[config.mk]
export PLATFORM = sky130hd
export DESIGN_NAME = match_timer16
export DESIGN_NICKNAME = d
export VERILOG_FILES = /design/src/rtl/mt_pkg.sv /design/src/rtl/mt_tap_sel.sv /design/src/rtl/mt_byte_stage.sv /design/src/rtl/match_timer16.sv
export SDC_FILE = /design/constraint.sdc
export NUM_CORES = 1
export LEC_CHECK = 0
export ABC_AREA = 1
export BUFFER_PORTS_ARGS = -buffer_cell sky130_fd_sc_hd__clkbuf_2
export CORE_MARGIN = 2
export CORE_UTILIZATION = 35
export DETAILED_ROUTE_END_ITERATION = 8
export SLEW_MARGIN = 5
export SYNTH_ARGS = -nofsm -noshare
export SYNTH_HDL_FRONTEND = slang
export SYNTH_SLANG_ARGS = --single-unit
[constraint.sdc]
create_clock -name clk_i -period 1.8 [get_ports clk_i]
set_input_delay 0 -clock clk_i [delete_from_list [all_inputs] [get_ports clk_i]]
set_output_delay 0 -clock clk_i [all_outputs]
set_load 0.02 [all_outputs]
[src/rtl/mt_pkg.sv]
package mt_pkg;
  localparam int unsigned N_TAPS  = 5;
  // tap vector positions
  localparam int unsigned TAP_FC3  = 0;
  localparam int unsigned TAP_FC5  = 1;
  localparam int unsigned TAP_FC7  = 2;
  localparam int unsigned TAP_FC11 = 3;
  localparam int unsigned TAP_FS3  = 4;

  typedef enum logic [1:0] {
    SRC_SLOWEST = 2'd0,
    SRC_MID     = 2'd1,
    SRC_FAST    = 2'd2,
    SRC_FASTEST = 2'd3
  } src_sel_e;
endpackage

[src/rtl/mt_tap_sel.sv]
module mt_tap_sel
  import mt_pkg::*;
(
  input  logic [1:0]        src_sel_i,
  input  logic              slow_div_i,
  input  logic              slow_mode_i,
  input  logic [N_TAPS-1:0] taps_i,
  output logic              tick_o
);
  src_sel_e sel;
  assign sel = src_sel_e'(src_sel_i);

  always_comb begin
    tick_o = 1'b0;
    if (slow_mode_i) begin
      tick_o = taps_i[TAP_FS3];
    end else begin
      unique case (sel)
        SRC_SLOWEST: tick_o = slow_div_i ? taps_i[TAP_FS3] : taps_i[TAP_FC11];
        SRC_MID:     tick_o = taps_i[TAP_FC7];
        SRC_FAST:    tick_o = taps_i[TAP_FC5];
        SRC_FASTEST: tick_o = taps_i[TAP_FC3];
        default:     tick_o = 1'b0;
      endcase
    end
  end
endmodule

[src/rtl/mt_byte_stage.sv]
module mt_byte_stage #(
  parameter int unsigned STAGE_W = 8
) (
  input  logic               clk_i,
  input  logic               rst_ni,
  input  logic               clr_i,
  input  logic               inc_i,
  input  logic               wr_en_i,
  input  logic [STAGE_W-1:0] wr_data_i,
  output logic [STAGE_W-1:0] cnt_o,
  output logic               carry_o,
  output logic               eq_o
);
  logic [STAGE_W-1:0] cnt_q;
  logic [STAGE_W-1:0] cmp_q;

  always_ff @(posedge clk_i or negedge rst_ni) begin
    if (!rst_ni)      cnt_q <= '0;
    else if (clr_i)   cnt_q <= '0;
    else if (inc_i)   cnt_q <= cnt_q + 1'b1;
  end

  // compare byte: no shadow, live from the next cycle
  always_ff @(posedge clk_i or negedge rst_ni) begin
    if (!rst_ni)      cmp_q <= '1;
    else if (wr_en_i) cmp_q <= wr_data_i;
  end

  assign cnt_o   = cnt_q;
  assign carry_o = inc_i & (&cnt_q);
  assign eq_o    = (cnt_q == cmp_q);
endmodule

[src/rtl/match_timer16.sv]
module match_timer16
  import mt_pkg::*;
#(
  parameter int unsigned STAGE_W = 8
) (
  input  logic                 clk_i,
  input  logic                 rst_ni,
  input  logic                 wr_lo_i,
  input  logic                 wr_hi_i,
  input  logic [STAGE_W-1:0]   wr_data_i,
  input  logic                 run_i,
  input  logic [1:0]           src_sel_i,
  input  logic                 slow_div_i,
  input  logic                 slow_mode_i,
  input  logic                 tick_fc3_i,
  input  logic                 tick_fc5_i,
  input  logic                 tick_fc7_i,
  input  logic                 tick_fc11_i,
  input  logic                 tick_fs3_i,
  output logic                 irq_o,
  output logic [2*STAGE_W-1:0] count_o
);
  localparam int unsigned N_STAGES = 2;

  logic [N_TAPS-1:0]   taps;
  logic                tick_sel;
  logic                advance;
  logic                hit;
  logic                clr;
  logic [N_STAGES-1:0] wr_en;
  logic [N_STAGES-1:0] inc;
  logic [N_STAGES-1:0] carry;
  logic [N_STAGES-1:0] eq;

  always_comb begin
    taps           = '0;
    taps[TAP_FC3]  = tick_fc3_i;
    taps[TAP_FC5]  = tick_fc5_i;
    taps[TAP_FC7]  = tick_fc7_i;
    taps[TAP_FC11] = tick_fc11_i;
    taps[TAP_FS3]  = tick_fs3_i;
  end

  mt_tap_sel u_tap_sel (
    .src_sel_i   (src_sel_i),
    .slow_div_i  (slow_div_i),
    .slow_mode_i (slow_mode_i),
    .taps_i      (taps),
    .tick_o      (tick_sel)
  );

  assign wr_en   = {wr_hi_i, wr_lo_i};
  assign advance = run_i & tick_sel;
  assign hit     = advance & (&eq);
  assign clr     = ~run_i | hit;

  for (genvar g = 0; g < N_STAGES; g++) begin : g_stage
    if (g == 0) begin : g_first
      assign inc[g] = advance;
    end else begin : g_chain
      assign inc[g] = carry[g-1];
    end

    mt_byte_stage #(.STAGE_W(STAGE_W)) u_stage (
      .clk_i     (clk_i),
      .rst_ni    (rst_ni),
      .clr_i     (clr),
      .inc_i     (inc[g]),
      .wr_en_i   (wr_en[g]),
      .wr_data_i (wr_data_i),
      .cnt_o     (count_o[g*STAGE_W +: STAGE_W]),
      .carry_o   (carry[g]),
      .eq_o      (eq[g])
    );
  end

  assign irq_o = hit;
endmodule

==> Yosys cells after proc, flatten, opt, wreduce, memory -nomap -nowiden <==
Cells that the tools add are included.
{ "totals": {"ff_bits": 32, "in_bits": 22, "out_inout_bits": 17, "word_cells": 28} }
{ "op_classes": {"addsub": 2, "eq_ne": 5, "n_mux": 7, "bitwise": 5, "n_reduce_logical": 5} }
{ "ops": {"columns": ["op", "n"], "rows": [
  ["$mux 8", 4],
  ["$add 8x1->8 const B", 2],
  ["$eq 8x8->1", 2],
  ["$reduce_and 8->1", 1],
  ["$eq 2x2->1 const B", 2],
  ["$pmux 1 s4", 1],
  ["$reduce_bool 2->1", 2],
  ["$and 1x1->1", 3],
  ["$eq 2x1->1 const B", 1],
  ["$logic_not 2->1", 1],
  ["$mux 1", 2],
  ["$reduce_and 2->1", 1],
  ["$not 1->1", 1],
  ["$or 1x1->1", 1]
]} }

==> Logic depth before layout (Yosys ltp) <==
{ "logic_depth": {"depth_word": 7, "mapped_depth": 11, "depth_no_buf": 11} }

==> Modules after synthesis <==
A second synthesis with hierarchy kept.
{ "unflattened": {"hier_cells": 205, "hier_area_um2": 1780.5} }
{ "modules_own_cells": {"columns": ["mod", "instances", "cells_per_inst", "area_per_inst_um2", "seq_area_each_um2"], "rows": [
  ["mt_byte_stage", 2, 90, 838.3, 410.4],
  ["mt_tap_sel", 1, 18, 73.8, 0.0],
  ["match_timer16", 1, 7, 30.0, 0.0]
]} }

==> Worst setup path after synthesis <==
OpenSTA, ideal clock, no wires.
{ "synth_path": {"path_kind": "register to register", "from": "register g_stage[0].u_stage.cnt_q[0]", "to": "register g_stage[1].u_stage.cnt_q[3]", "setup_ns": 0.071, "t_arrival_ns": 1.535, "required_ns": 1.729, "setup_slack_ns": 0.193, "stages_incl_launch_ff": 10, "n_path_buf": 0, "period_less_slack_ns": 1.607, "cell_sequence": "dfrtp_1 > ha_1 > nand2_2 > inv_2 > nand2_2 > nor3_4 > nand3_2 > o21ai_2 > inv_1 > nor2_1"} }
{ "synth_via": {"elab_chain_len": 5, "elab_cells_between_ends": 8, "classes_between": "1 x eq/ne; 1 x mux; 3 x bitwise; 3 x reduce/logical"} }
{ "synth_rtl": {"columns": ["element", "line", "rtl"], "rows": [
  ["start, declared", "mt_byte_stage.sv:14", "logic [STAGE_W-1:0] cnt_q;"],
  ["start signal, assigned", "mt_byte_stage.sv:20", "else if (inc_i) cnt_q <= cnt_q + 1'b1;"],
  ["$eq 8x8->1", "mt_byte_stage.sv:31", "assign eq_o = (cnt_q == cmp_q);"],
  ["$reduce_and 2->1", "match_timer16.sv:54", "assign hit = advance & (&eq);"],
  ["$and 1x1->1", "match_timer16.sv:54", null],
  ["$or 1x1->1", "match_timer16.sv:55", "assign clr = ~run_i | hit;"],
  ["$mux 8 / $reduce_bool 2->1 (equally long branches)", null, null],
  ["end signal, assigned", "mt_byte_stage.sv:20", null],
  ["end, declared", "mt_byte_stage.sv:14", null]
]} }
Parallel ways exist; a longest one is shown, timed or not.
A chain may end at the register's enable or synchronous reset.

==> Final worst setup path <==
{ "layout_path": {"from": "register g_stage[0].u_stage.cmp_q[0]", "to": "output port irq_o"} }
{ "layout_via": {"elab_chain_len": 3} }
{ "layout_rtl": {"columns": ["element", "line", "rtl"], "rows": [
  ["start, declared", "mt_byte_stage.sv:15", "logic [STAGE_W-1:0] cmp_q;"],
  ["start signal, assigned", "mt_byte_stage.sv:26", "else if (wr_en_i) cmp_q <= wr_data_i;"],
  ["$eq 8x8->1", "mt_byte_stage.sv:31", null],
  ["$reduce_and 2->1", "match_timer16.sv:54", null],
  ["$and 1x1->1", "match_timer16.sv:54", null],
  ["end, declared", "match_timer16.sv:20", "output logic irq_o,"]
]} }
No other way between the ends.

==> impl_results.md <==
- Run status: complete, no violations
- Slew margin rel.: 0.487
- Filler Cell Count: 520
- HP Class: in2reg
- Total Nets Final: a little under 300
- Crit start category: flip-flop
- Final min period: around 1700 ps
- Core Box Area: between 5000 and 6000 sq um
- Starting Density: 0.363
- Die X-Extent: approximately 77 um
- Layout area overhead: 26.5%
- Hpwl dp: 2980 um
- CP Data Arrival Time: about 1700 ps
- Wire per inst: roughly 12 um
- Remaining DRCs: 0
- Initial antenna violation count: 0
- First-pass GRT wire length: approximately 6800 um
- Number of global-route vias before repair: 1457
- Total GRT Usage: 0.144
- CP required: about 1800 ps
- Commonest non-fill, non-tap cell in the layout: nand2_1
- Synth top area share: 0.227
- Clk pin slew, worst setup/hold paths: ~60 ps
- CTS Buf Count: 5
- Total Wirelength: about 4100 um
- Sequential fraction of the synthesis area: 0.443
- Peak Freq: 0.575 GHz
- Die height: approximately 77 um
- Clock Sinks: 32
- Number of DRC markers in iteration 0: 47
- Worst-Margin Slew: 770 ps
- Root Buffer: clkbuf_8
- Period utilization: 0.966
- Final ANT Viol Nets: 0
- Pleak: 1.14 nW
- Mapped Area: 1850 sq um
- Final setup viols: 0
- RSZ-0062 raised after global routing: true
- Synth top area cells: dfstp_2, dfrtp_1, mux2_2
- Pins Over Slew Limit: 0
- Setup Skew: around 2.5 ps
- Synth Instances: between 200 and 250
- Pwr dens: between 600 and 700 nW/um^2
- CTS Buffer Depth: 2
- Largest net degree at the start of global routing: 33
- Number of detailed-routing iterations run before antenna repair: 4
- Avg Inst Size Synth: between 8 and 9 sq um
- Diodes inserted: 0
- Hold slack: ~90 ps
- Site row count: 26
- Via Count: 1575
- Worst Path Max Fanout: 9
- Yosys warns: 0
- Worst vdd ir: 0.420 mV
- Synth area leader: dfstp_2
- Setup crit end kind: output port
- Reg area: just over 800 sq um
- Share of cells above drive strength 1: 0.366
- H-tree depth: 2
- Max-Cap Viols: 0
- I/O Buffers: 38
- RD Place Congestion: roughly 0.8
- Full die area: a little under 6000 sq um
- WS Path Type: reg2out
- Clock Latency Late Sink: ~280 ps
- Power Total: between 1.5 and 2 mW
- GRT Residual Overflow: 0
- Flip-flop and latch count after synthesis: 32
- IO Pins: 39
- Syn Nets: between 200 and 250
- Via density: 4.66
- Footprint of the multi-input gates: slightly above 900 sq um
- Commonest non-fill, non-tap cells in the layout: nand2_1, clkbuf_2, nor2_1
- Fin. Hold Viols: 0
- Distinct cells, synth: 26
- CTS tree: yes
-- critical path, cell delays in order, from the launching register on --
cell and delay (ps):
dfstp_2 540, xnor2_1 110, nand2_1 80, nor2_2 130
nand2_1 80, nor2_2 160, nand2_4 120, inv_1 70
clkbuf_2 160
-- routing by layer --
metal	GRT usage	routed length [um]	share of wire	vias up
met5	0	0	0	-
met4	0.0491	46	0.011	0
met3	0.0329	152	0.038	5
met2	0.245	1910	0.47	33
met1	0.180	1940	0.48	735
li1	-	-	-	802
-- path summary, 6_finish.rpt --
| path | startpoint | endpoint | slack (ps) | depth (start not counted) |
|---|---|---|---|---|
| worst max-delay path | g_stage[0].u_stage.cmp_q[0]$_DFFE_PN1P_ | irq_o | 60 | 8 |
| worst min-delay path | wr_hi_i | g_stage[1].u_stage.cmp_q[1]$_DFFE_PN1P_ | 90 | 2 |
| worst max register to register | g_stage[0].u_stage.cnt_o[1]$_DFFE_PN0P_ | g_stage[1].u_stage.cnt_o[6]$_DFFE_PN0P_ | 140 | 10 |
| worst min register to register | g_stage[1].u_stage.cmp_q[1]$_DFFE_PN1P_ | g_stage[1].u_stage.cmp_q[1]$_DFFE_PN1P_ | 500 | 2 |
| max in group asynchronous | rst_ni | g_stage[0].u_stage.cnt_o[1]$_DFFE_PN0P_ | 940 | 2 |
| min in group asynchronous | rst_ni | g_stage[1].u_stage.cnt_o[3]$_DFFE_PN0P_ | 330 | 2 |
-- flip-flops by register name (all words and copies together) (netlist names) --
| name | count |
|---|---|
| g_stage.u_stage.cmp_q | 16 |
| g_stage.u_stage.cnt_o | 16 |
-- final cells by class --
| type | count | share of cell area |
|---|---|---|
| sequential | 32 | 0.352 |
| tap | 70 | 0.0374 |
| inverter | 23 | 0.0368 |
| multi-input combinational | 152 | 0.397 |
| timing repair buffer | 53 | 0.139 |
| clock buffer | 8 | 0.0384 |
-- cell usage after synthesis (all sizes together) --
master and instances:
inv 23, dfrtp 16, o21a 1, nor3 3
nand3 19, buf 3, nor2 27, dfstp 16
ha 2, mux2 15, nand2 46, xor2 5
o21bai 1, nand4 13, a21oi 2, xnor2 16
o21ai 2, clkbuf 2
-- stage by stage --
step / worst slack (ps) / utilization / setup TNS (ps) / instances / instance area [sq um]
floorplan: 193 / - / 0 / 212 / 1850
global placement: 202 / 0.417 / 0 / 318 / 2130
detailed placement: 172 / 0.417 / 0 / 318 / 2130
CTS: 24.5 / 0.453 / 0 / 335 / 2310
global route: -25.5 / 0.459 / -25.5 / 338 / 2340
finish: 61.5 / 0.459 / 0 / 338 / 2340
-- what timing repair did --
action / 4_1_cts / 5_1_grt
gates resized for setup: 1 / 5
hold buffers: 9 / 0
setup buffers: 0 / 3
pin swaps: 0 / 2
endpoints found under the setup margin: 1 / 2
hold endpoints to repair: 32 / 0
-- cell families (layout without fill, tap and decap cells) --
group | count (synthesis) | count (layout) | share of synthesized area
and+or+nand+nor | 108 | 108 | 0.273
AOI/OAI and AO/OA | 6 | 6 | 0.0209
xor gates and xnor gates | 21 | 21 | 0.0992
adders and majority gates | 2 | 2 | 0.0135
buffers and inverters | 28 | 84 | 0.0594
muxes | 15 | 15 | 0.0911
DFF | 32 | 32 | 0.443
-- where the power goes --
part | total [mW] | internal, mW | switching, mW
clock | 0.554 | 0.311 | 0.243
combinational | 0.214 | 0.107 | 0.107
sequential | 0.818 | 0.788 | 0.0305
(Power assumes the default switching activity.)
